==> config.mk <==
export PLATFORM = sky130hd
export DESIGN_NAME = async_mem_engine
export DESIGN_NICKNAME = d
export VERILOG_FILES = /design/src/rtl/amc_pkg.sv /design/src/rtl/amc_timing_sel.sv /design/src/rtl/amc_phase_seq.sv /design/src/rtl/amc_pin_drive.sv /design/src/rtl/async_mem_engine.sv
export SDC_FILE = /design/constraint.sdc
export NUM_CORES = 1
export LEC_CHECK = 0
export ABC_AREA = 1
export CAP_MARGIN = 20
export CORE_ASPECT_RATIO = 1.25
export CORE_MARGIN = 1.5
export CORE_UTILIZATION = 40
export DETAILED_ROUTE_END_ITERATION = 8
export PLACE_DENSITY = 0.76
export SYNTH_ARGS = -nofsm -noshare
export SYNTH_HDL_FRONTEND = slang
export SYNTH_SLANG_ARGS = --single-unit
==> constraint.sdc <==
create_clock -name clk -period 4 [get_ports clk]
set_clock_uncertainty 0.15 [all_clocks]
set_input_delay 0.8 -clock clk [delete_from_list [all_inputs] [get_ports clk]]
set_output_delay 0.8 -clock clk [all_outputs]
set_load 0.03 [all_outputs]
==> src/rtl/amc_pkg.sv <==
// Shared types for the asynchronous static memory timing engine.
// Assumes: memory kind is carried as a 2-bit code; phases run in fixed order.
package amc_pkg;

    typedef enum logic [1:0] {
        MK_SRAM  = 2'd0,
        MK_PSRAM = 2'd1,
        MK_NOR   = 2'd2,
        MK_RSVD  = 2'd3
    } mem_kind_e;

    typedef enum logic [2:0] {
        PH_IDLE  = 3'd0,
        PH_SETUP = 3'd1,
        PH_HOLD  = 3'd2,
        PH_DATA  = 3'd3,
        PH_TURN  = 3'd4
    } phase_e;

endpackage

==> src/rtl/amc_timing_sel.sv <==
// Picks the timing set for the access about to start and works out whether
// the bus is multiplexed and whether the address-valid strobe is used.
// Assumes: configuration inputs are stable when a request is accepted.
module amc_timing_sel
    import amc_pkg::*;
#(
    parameter int CW = 4
) (
    input  logic          ext_mode,
    input  logic          is_write,
    input  logic [1:0]    mem_type,
    input  logic          mux_req,
    input  logic [CW-1:0] rd_setup,
    input  logic [CW-1:0] rd_hold,
    input  logic [CW-1:0] rd_data,
    input  logic [CW-1:0] rd_turn,
    input  logic [CW-1:0] wr_setup,
    input  logic [CW-1:0] wr_hold,
    input  logic [CW-1:0] wr_data,
    input  logic [CW-1:0] wr_turn,
    output logic [CW-1:0] sel_setup,
    output logic [CW-1:0] sel_hold,
    output logic [CW-1:0] sel_data,
    output logic [CW-1:0] sel_turn,
    output logic          mux_on,
    output logic          adv_on
);

    logic use_wr_set;
    logic kind_muxable;
    logic kind_nor;

    // Choose the write set only for writes in extended mode.
    always_comb begin
        use_wr_set = ext_mode && is_write;
        sel_setup  = use_wr_set ? wr_setup : rd_setup;
        sel_hold   = use_wr_set ? wr_hold  : rd_hold;
        sel_data   = use_wr_set ? wr_data  : rd_data;
        sel_turn   = use_wr_set ? wr_turn  : rd_turn;
    end

    // Multiplexing only for PSRAM and NOR; NOR always uses address-valid.
    always_comb begin
        kind_nor     = (mem_type == MK_NOR);
        kind_muxable = (mem_type == MK_PSRAM) || kind_nor;
        mux_on       = mux_req && kind_muxable;
        adv_on       = mux_on || kind_nor;
    end

endmodule

==> src/rtl/amc_phase_seq.sv <==
// Phase sequencer: steps setup -> hold -> data -> turnaround with a down
// counter, stalls the data phase on wait, and flags capture and completion.
// Assumes: lengths are held constant by the caller for the whole access.
module amc_phase_seq
    import amc_pkg::*;
#(
    parameter int CW = 4
) (
    input  logic          clk,
    input  logic          rst_n,
    input  logic          start,
    input  logic [CW-1:0] len_setup,
    input  logic [CW-1:0] len_hold,
    input  logic [CW-1:0] len_data,
    input  logic [CW-1:0] len_turn,
    input  logic          mux_on,
    input  logic          wait_en,
    input  logic          wait_in,
    output phase_e        phase,
    output logic          capture,
    output logic          finish
);

    logic [CW-1:0] cnt;
    logic          stall;
    logic          cnt_zero;
    logic [CW-1:0] setup_m1;
    logic [CW-1:0] data_m1;
    logic [CW-1:0] hold_m1;
    logic [CW-1:0] turn_m1;

    // Reload values: a zero setup or data count still lasts one cycle.
    always_comb begin
        setup_m1 = (len_setup == '0) ? '0 : len_setup - 1'b1;
        data_m1  = (len_data  == '0) ? '0 : len_data  - 1'b1;
        hold_m1  = len_hold - 1'b1;
        turn_m1  = len_turn - 1'b1;
        cnt_zero = (cnt == '0);
        stall    = (phase == PH_DATA) && wait_en && wait_in;
        capture  = (phase == PH_DATA) && cnt_zero && !stall;
    end

    // Phase register, cycle counter and completion pulse.
    always_ff @(posedge clk) begin
        if (!rst_n) begin
            phase  <= PH_IDLE;
            cnt    <= '0;
            finish <= 1'b0;
        end else begin
            finish <= 1'b0;
            case (phase)
                PH_IDLE: begin
                    if (start) begin
                        phase <= PH_SETUP;
                        cnt   <= setup_m1;
                    end
                end
                PH_SETUP: begin
                    if (!cnt_zero) begin
                        cnt <= cnt - 1'b1;
                    end else if (mux_on && (len_hold != '0)) begin
                        phase <= PH_HOLD;
                        cnt   <= hold_m1;
                    end else begin
                        phase <= PH_DATA;
                        cnt   <= data_m1;
                    end
                end
                PH_HOLD: begin
                    if (!cnt_zero) begin
                        cnt <= cnt - 1'b1;
                    end else begin
                        phase <= PH_DATA;
                        cnt   <= data_m1;
                    end
                end
                PH_DATA: begin
                    if (stall) begin
                        cnt <= cnt;
                    end else if (!cnt_zero) begin
                        cnt <= cnt - 1'b1;
                    end else if (len_turn != '0) begin
                        phase <= PH_TURN;
                        cnt   <= turn_m1;
                    end else begin
                        phase  <= PH_IDLE;
                        finish <= 1'b1;
                    end
                end
                PH_TURN: begin
                    if (!cnt_zero) begin
                        cnt <= cnt - 1'b1;
                    end else begin
                        phase  <= PH_IDLE;
                        finish <= 1'b1;
                    end
                end
                default: begin
                    phase <= PH_IDLE;
                    cnt   <= '0;
                end
            endcase
        end
    end

endmodule

==> src/rtl/amc_pin_drive.sv <==
// Decodes the current phase and the latched request into the memory-side
// strobes, chip selects and data bus.
// Assumes: inputs come from registers, so outputs change only after clk.
module amc_pin_drive
    import amc_pkg::*;
#(
    parameter int AW  = 20,
    parameter int DW  = 16,
    parameter int NCS = 4,
    localparam int NBL = DW / 8,
    localparam int BSW = (NCS > 1) ? $clog2(NCS) : 1
) (
    input  phase_e           phase,
    input  logic             is_write,
    input  logic [BSW-1:0]   bank,
    input  logic             mux_on,
    input  logic             adv_on,
    input  logic [AW-1:0]    addr,
    input  logic [DW-1:0]    wdata,
    input  logic [NBL-1:0]   be,
    output logic [NCS-1:0]   ce_n,
    output logic             oe_n,
    output logic             we_n,
    output logic             adv_n,
    output logic [NBL-1:0]   bl_n,
    output logic [AW-1:0]    addr_out,
    output logic [DW-1:0]    dq_out,
    output logic             dq_oe
);

    logic          active;
    logic          addr_on_bus;
    logic          in_data;
    logic [DW-1:0] addr_as_data;

    // Phase decode shared by all strobes.
    always_comb begin
        active      = (phase == PH_SETUP) || (phase == PH_HOLD) || (phase == PH_DATA);
        in_data     = (phase == PH_DATA);
        addr_on_bus = mux_on && ((phase == PH_SETUP) || (phase == PH_HOLD));
    end

    // One chip select per sub-bank, low only for the selected one.
    for (genvar gi = 0; gi < NCS; gi++) begin : g_cs
        assign ce_n[gi] = !(active && (bank == BSW'(gi)));
    end

    // Fit the address onto the data bus for the multiplexed phase.
    if (AW >= DW) begin : g_addr_wide
        assign addr_as_data = addr[DW-1:0];
    end else begin : g_addr_narrow
        assign addr_as_data = {{(DW-AW){1'b0}}, addr};
    end

    // Strobes and bus drive.
    always_comb begin
        oe_n     = !(in_data && !is_write);
        we_n     = !(in_data && is_write);
        adv_n    = !((phase == PH_SETUP) && adv_on);
        bl_n     = active ? ~be : '1;
        addr_out = addr;
        dq_oe    = addr_on_bus || (in_data && is_write);
        dq_out   = addr_on_bus ? addr_as_data : wdata;
    end

endmodule

==> src/rtl/async_mem_engine.sv <==
// Top level: accepts one request when idle and enabled, captures the request
// and the configuration it needs, sequences the phases and returns read data.
// Assumes: configuration changes only while cfg_enable is low.
module async_mem_engine
    import amc_pkg::*;
#(
    parameter int AW  = 20,
    parameter int DW  = 16,
    parameter int NCS = 4,
    parameter int CW  = 4,
    localparam int NBL = DW / 8,
    localparam int BSW = (NCS > 1) ? $clog2(NCS) : 1
) (
    input  logic             clk,
    input  logic             rst_n,
    input  logic             cfg_enable,
    input  logic [1:0]       cfg_mem_type,
    input  logic             cfg_mux_req,
    input  logic             cfg_ext_mode,
    input  logic             cfg_wait_en,
    input  logic [BSW-1:0]   cfg_bank_sel,
    input  logic [CW-1:0]    cfg_rd_setup,
    input  logic [CW-1:0]    cfg_rd_hold,
    input  logic [CW-1:0]    cfg_rd_data,
    input  logic [CW-1:0]    cfg_rd_turn,
    input  logic [CW-1:0]    cfg_wr_setup,
    input  logic [CW-1:0]    cfg_wr_hold,
    input  logic [CW-1:0]    cfg_wr_data,
    input  logic [CW-1:0]    cfg_wr_turn,
    input  logic             req_valid,
    output logic             req_ready,
    input  logic             req_write,
    input  logic [AW-1:0]    req_addr,
    input  logic [DW-1:0]    req_wdata,
    input  logic [NBL-1:0]   req_be,
    output logic [DW-1:0]    rsp_rdata,
    output logic             rsp_done,
    output logic [NCS-1:0]   mem_ce_n,
    output logic             mem_oe_n,
    output logic             mem_we_n,
    output logic             mem_adv_n,
    output logic [NBL-1:0]   mem_bl_n,
    output logic [AW-1:0]    mem_addr,
    output logic [DW-1:0]    mem_dq_out,
    output logic             mem_dq_oe,
    input  logic [DW-1:0]    mem_dq_in,
    input  logic             mem_wait
);

    phase_e         phase;
    logic           start;
    logic           capture;
    logic           finish;
    logic [CW-1:0]  nx_setup, nx_hold, nx_data, nx_turn;
    logic           nx_mux, nx_adv;
    logic [CW-1:0]  q_setup, q_hold, q_data, q_turn;
    logic           q_mux, q_adv, q_write;
    logic [BSW-1:0] q_bank;
    logic [AW-1:0]  q_addr;
    logic [DW-1:0]  q_wdata;
    logic [NBL-1:0] q_be;
    logic [DW-1:0]  rdata_q;

    // Acceptance: enabled and no access in flight.
    always_comb begin
        req_ready = cfg_enable && (phase == PH_IDLE);
        start     = req_valid && req_ready;
    end

    amc_timing_sel #(.CW(CW)) u_sel (
        .ext_mode  (cfg_ext_mode),
        .is_write  (req_write),
        .mem_type  (cfg_mem_type),
        .mux_req   (cfg_mux_req),
        .rd_setup  (cfg_rd_setup),
        .rd_hold   (cfg_rd_hold),
        .rd_data   (cfg_rd_data),
        .rd_turn   (cfg_rd_turn),
        .wr_setup  (cfg_wr_setup),
        .wr_hold   (cfg_wr_hold),
        .wr_data   (cfg_wr_data),
        .wr_turn   (cfg_wr_turn),
        .sel_setup (nx_setup),
        .sel_hold  (nx_hold),
        .sel_data  (nx_data),
        .sel_turn  (nx_turn),
        .mux_on    (nx_mux),
        .adv_on    (nx_adv)
    );

    // Snapshot the request and its timing when it is accepted.
    always_ff @(posedge clk) begin
        if (!rst_n) begin
            q_setup <= '0;
            q_hold  <= '0;
            q_data  <= '0;
            q_turn  <= '0;
            q_mux   <= 1'b0;
            q_adv   <= 1'b0;
            q_write <= 1'b0;
            q_bank  <= '0;
            q_addr  <= '0;
            q_wdata <= '0;
            q_be    <= '0;
        end else if (start) begin
            q_setup <= nx_setup;
            q_hold  <= nx_hold;
            q_data  <= nx_data;
            q_turn  <= nx_turn;
            q_mux   <= nx_mux;
            q_adv   <= nx_adv;
            q_write <= req_write;
            q_bank  <= cfg_bank_sel;
            q_addr  <= req_addr;
            q_wdata <= req_wdata;
            q_be    <= req_be;
        end
    end

    amc_phase_seq #(.CW(CW)) u_seq (
        .clk       (clk),
        .rst_n     (rst_n),
        .start     (start),
        .len_setup (start ? nx_setup : q_setup),
        .len_hold  (q_hold),
        .len_data  (q_data),
        .len_turn  (q_turn),
        .mux_on    (q_mux),
        .wait_en   (cfg_wait_en),
        .wait_in   (mem_wait),
        .phase     (phase),
        .capture   (capture),
        .finish    (finish)
    );

    // Read data register, loaded on the final data cycle of a read.
    always_ff @(posedge clk) begin
        if (!rst_n) begin
            rdata_q <= '0;
        end else if (capture && !q_write) begin
            rdata_q <= mem_dq_in;
        end
    end

    assign rsp_rdata = rdata_q;
    assign rsp_done  = finish;

    amc_pin_drive #(.AW(AW), .DW(DW), .NCS(NCS)) u_pins (
        .phase    (phase),
        .is_write (q_write),
        .bank     (q_bank),
        .mux_on   (q_mux),
        .adv_on   (q_adv),
        .addr     (q_addr),
        .wdata    (q_wdata),
        .be       (q_be),
        .ce_n     (mem_ce_n),
        .oe_n     (mem_oe_n),
        .we_n     (mem_we_n),
        .adv_n    (mem_adv_n),
        .bl_n     (mem_bl_n),
        .addr_out (mem_addr),
        .dq_out   (mem_dq_out),
        .dq_oe    (mem_dq_oe)
    );

endmodule

==> impl_metrics.yaml <==
setup_path:
  arrival_ps: 2500
  crit_required_ps: 3050
  startpoint_type: "flop"
  end_kind: "output port"
  critPathKind: "reg -> out"
  path_max_fanout: 33
logic_synthesis:
  postSynthAreaPerCell_um2: 6.91
  syn_area_um2: 4010
  syn_inst: 580
  synth_area_leaders: "dfxtp_1, nand2_1, o21ai_0"
  yosys_most_used_dff: "dfxtp_1"
  synth-edff-count: 0
  yosysUniqueCellTypes: 36
  async_flop_share: 0
  ys_ff_latch: 83
  seq_area_frac_synth: 0.415
  yosys.area.top_type: "dfxtp_1"
  synth_fp_nets: 686
  yosys_warnings: 0
  yosysTopAreaCellShare: 0.415
final_layout:
  multi_input_area_um2: 1970
  final_layout_size_suffix_gt1_frac: 0.0556
  finalInstanceArea_um2: 5990
  utilization: 0.620
  nFillCells: 889
  final_common_cell: "clkdlybuf4s50_1"
  seq_area_um2: 1660
  layout_common_cells: "clkdlybuf4s50_1, nand2_1, dfxtp_1, o21ai_0, inv_1"
  nNetsFinal: 839
  area.growth.synth_to_final_pct: 49.6
  diodes: 0
grt:
  grt_pass1_wl_um: 18300
  grt_pass1_vias: 4005
  grt-ovfl-total: 0
  antenna_found_initial: 0
  grt_max_degree: 61
  grt_util_all_layers: 0.216
cts:
  clock-sinks: 83
  postCtsHoldBufs: 0
  htree_num_levels: 3
  cts_made_buffers: 9
  cts_resized: 0
  cts_tree: "done"
  clk_pin_slew_ps: 60
  cts_setup_buffers: 0
  cts-root-buf: "clkbuf_16"
  clk_latency_ps: 330
  clk_path_buf_depth: 2
floorplan:
  num_rows: 40
  io_pins: 163
  die_h_um: 115
  start_util: 0.415
  die_x_um: 92.5
  dieArea_um2: 10600
  core_area_um2: 9660
power:
  cellPowerDensity_nw_per_um2: 554
  ir_drop_mv: 0.245
  switchingPower_mw: 1.34
  combPwrFrac: 0.451
  finalPower_mw: 3.32
  leakagePower_nw: 2.44
  clkPwrFrac: 0.227
  pwr-share-seq: 0.322
  swShare: 0.403
  internal-power_mw: 1.98
detailed_routing:
  wl_met3_um: 674
  vias_per_cell: 4.92
  drt-pass1-iter-count: 4
  vias: 4255
  wirelength_um: 11200
  drt-met1-wl_um: 4640
  drc: 0
  top_layer: "met4"
  drtIter0Drc: 181
  ant_nets: 0
  routedWlPerCell_um: 13.0
  route.met2.wl_um: 5630
flow_run:
  cap_viol_max_count: 0
timing:
  tightest_slew_ps: 572
  fin_tns_setup_ps: 0
  fin_crit_ps: 3450
  maxSlewHeadroom: 0.617
  rsz0062_at_grt: "false"
  drv_slew: 0
  timing.final.crit_share: 0.863
  timing.final.ws_setup_ps: 548
  hold_viol: 0
  setup_viol: 0
  max_freq_ghz: 0.290
placement:
  placed_area_um2: 5720
  portBuffers: 162
  gp_congestion: 0.895
  dp_hpwl_um: 8480
  dp_slack_ps: 834
outcome:
  status: "finished clean"
worst_hold_path:
  min_path_type: "reg -> reg"
## logic make-up after synthesis
logic type,Yosys count,synth area share
AOI/OAI and AO/OA,148,0.198
xor gates and xnor gates,5,0.0109
adders and majority gates,7,0.0219
DFF,83,0.415
and+or+nand+nor,242,0.260
buffers and inverters,95,0.0937
## Yosys cell counts, types with 3 or more instances
| library cell | instances |
|---|---|
| buf_2 | 6 |
| a21oi_2 | 3 |
| a31oi_1 | 16 |
| nor2_1 | 51 |
| inv_2 | 5 |
| o21ai_0 | 70 |
| nand3_1 | 32 |
| nand2_1 | 143 |
| a21oi_1 | 50 |
| nand4_1 | 3 |
| dfxtp_1 | 83 |
| clkbuf_1 | 18 |
| nand2_2 | 3 |
| xor2_1 | 5 |
| ha_1 | 7 |
| inv_1 | 61 |
## critical path, cell delays in order (launching register included)
cell and delay [ps]:
dfxtp_1 460, inv_1 90, nand3_1 210, nand2_1 120
nand2_1 80, buf_4 290, nand2_1 80, o21ai_0 110
clkdlybuf4s50_1 710
## sequential cells by signal (all words and copies together), names as in the netlist
| signal | count |
|---|---|
| q_bank | 2 |
| q_write | 1 |
| q_be | 2 |
| q_addr | 20 |
| q_wdata | 16 |
| u_seq.cnt | 4 |
| rsp_rdata | 16 |
| q_mux | 1 |
| q_setup | 4 |
| u_seq.finish | 1 |
| q_data | 4 |
| q_adv | 1 |
| q_turn | 4 |
| u_seq.phase | 3 |
| q_hold | 4 |
## per-layer routing
| layer | track usage | up-vias |
|---|---|---|
| li1 | - | 2188 |
| met5 | 0 | - |
| met2 | 0.386 | 145 |
| met4 | 0.0974 | 0 |
| met3 | 0.0403 | 20 |
| met1 | 0.249 | 1902 |
## final cells by class
cell class	instances	share of cell area
Multi-Input combinational cell	402	0.328
Timing Repair Buffer	170	0.281
Clock inverter	4	0.00438
Tap cell	126	0.0263
Sequential cell	83	0.277
Clock buffer	12	0.0411
Inverter	67	0.0420
## power by group through the flow
stage	combinational, mW	clock [mW]	sequential [mW]
after floorplan	0.913	0	1.17
after global placement	1.45	0	1.08
after detailed placement	1.48	0	1.08
after CTS	1.50	0.773	1.07
after global routing	1.66	0.809	1.09
final	1.50	0.755	1.07
## path summary, 6_finish.rpt
path,startpoint,end,slack [ps],cells after the start
min,q_addr[10],q_addr[10],310,2
max reg2reg,u_seq.cnt[0],rsp_rdata[1],1840,7
min reg2reg,q_addr[10],q_addr[10],310,2
max,u_seq.phase[1],mem_dq_out[4],550,8
## metrics by stage
stage,hold WS (ps),instances
floorplan,295,580
global placement,299,848
detailed placement,305,848
CTS,314,864
global route,330,864
finish,314,864
Power figures use the tool's default switching activity.
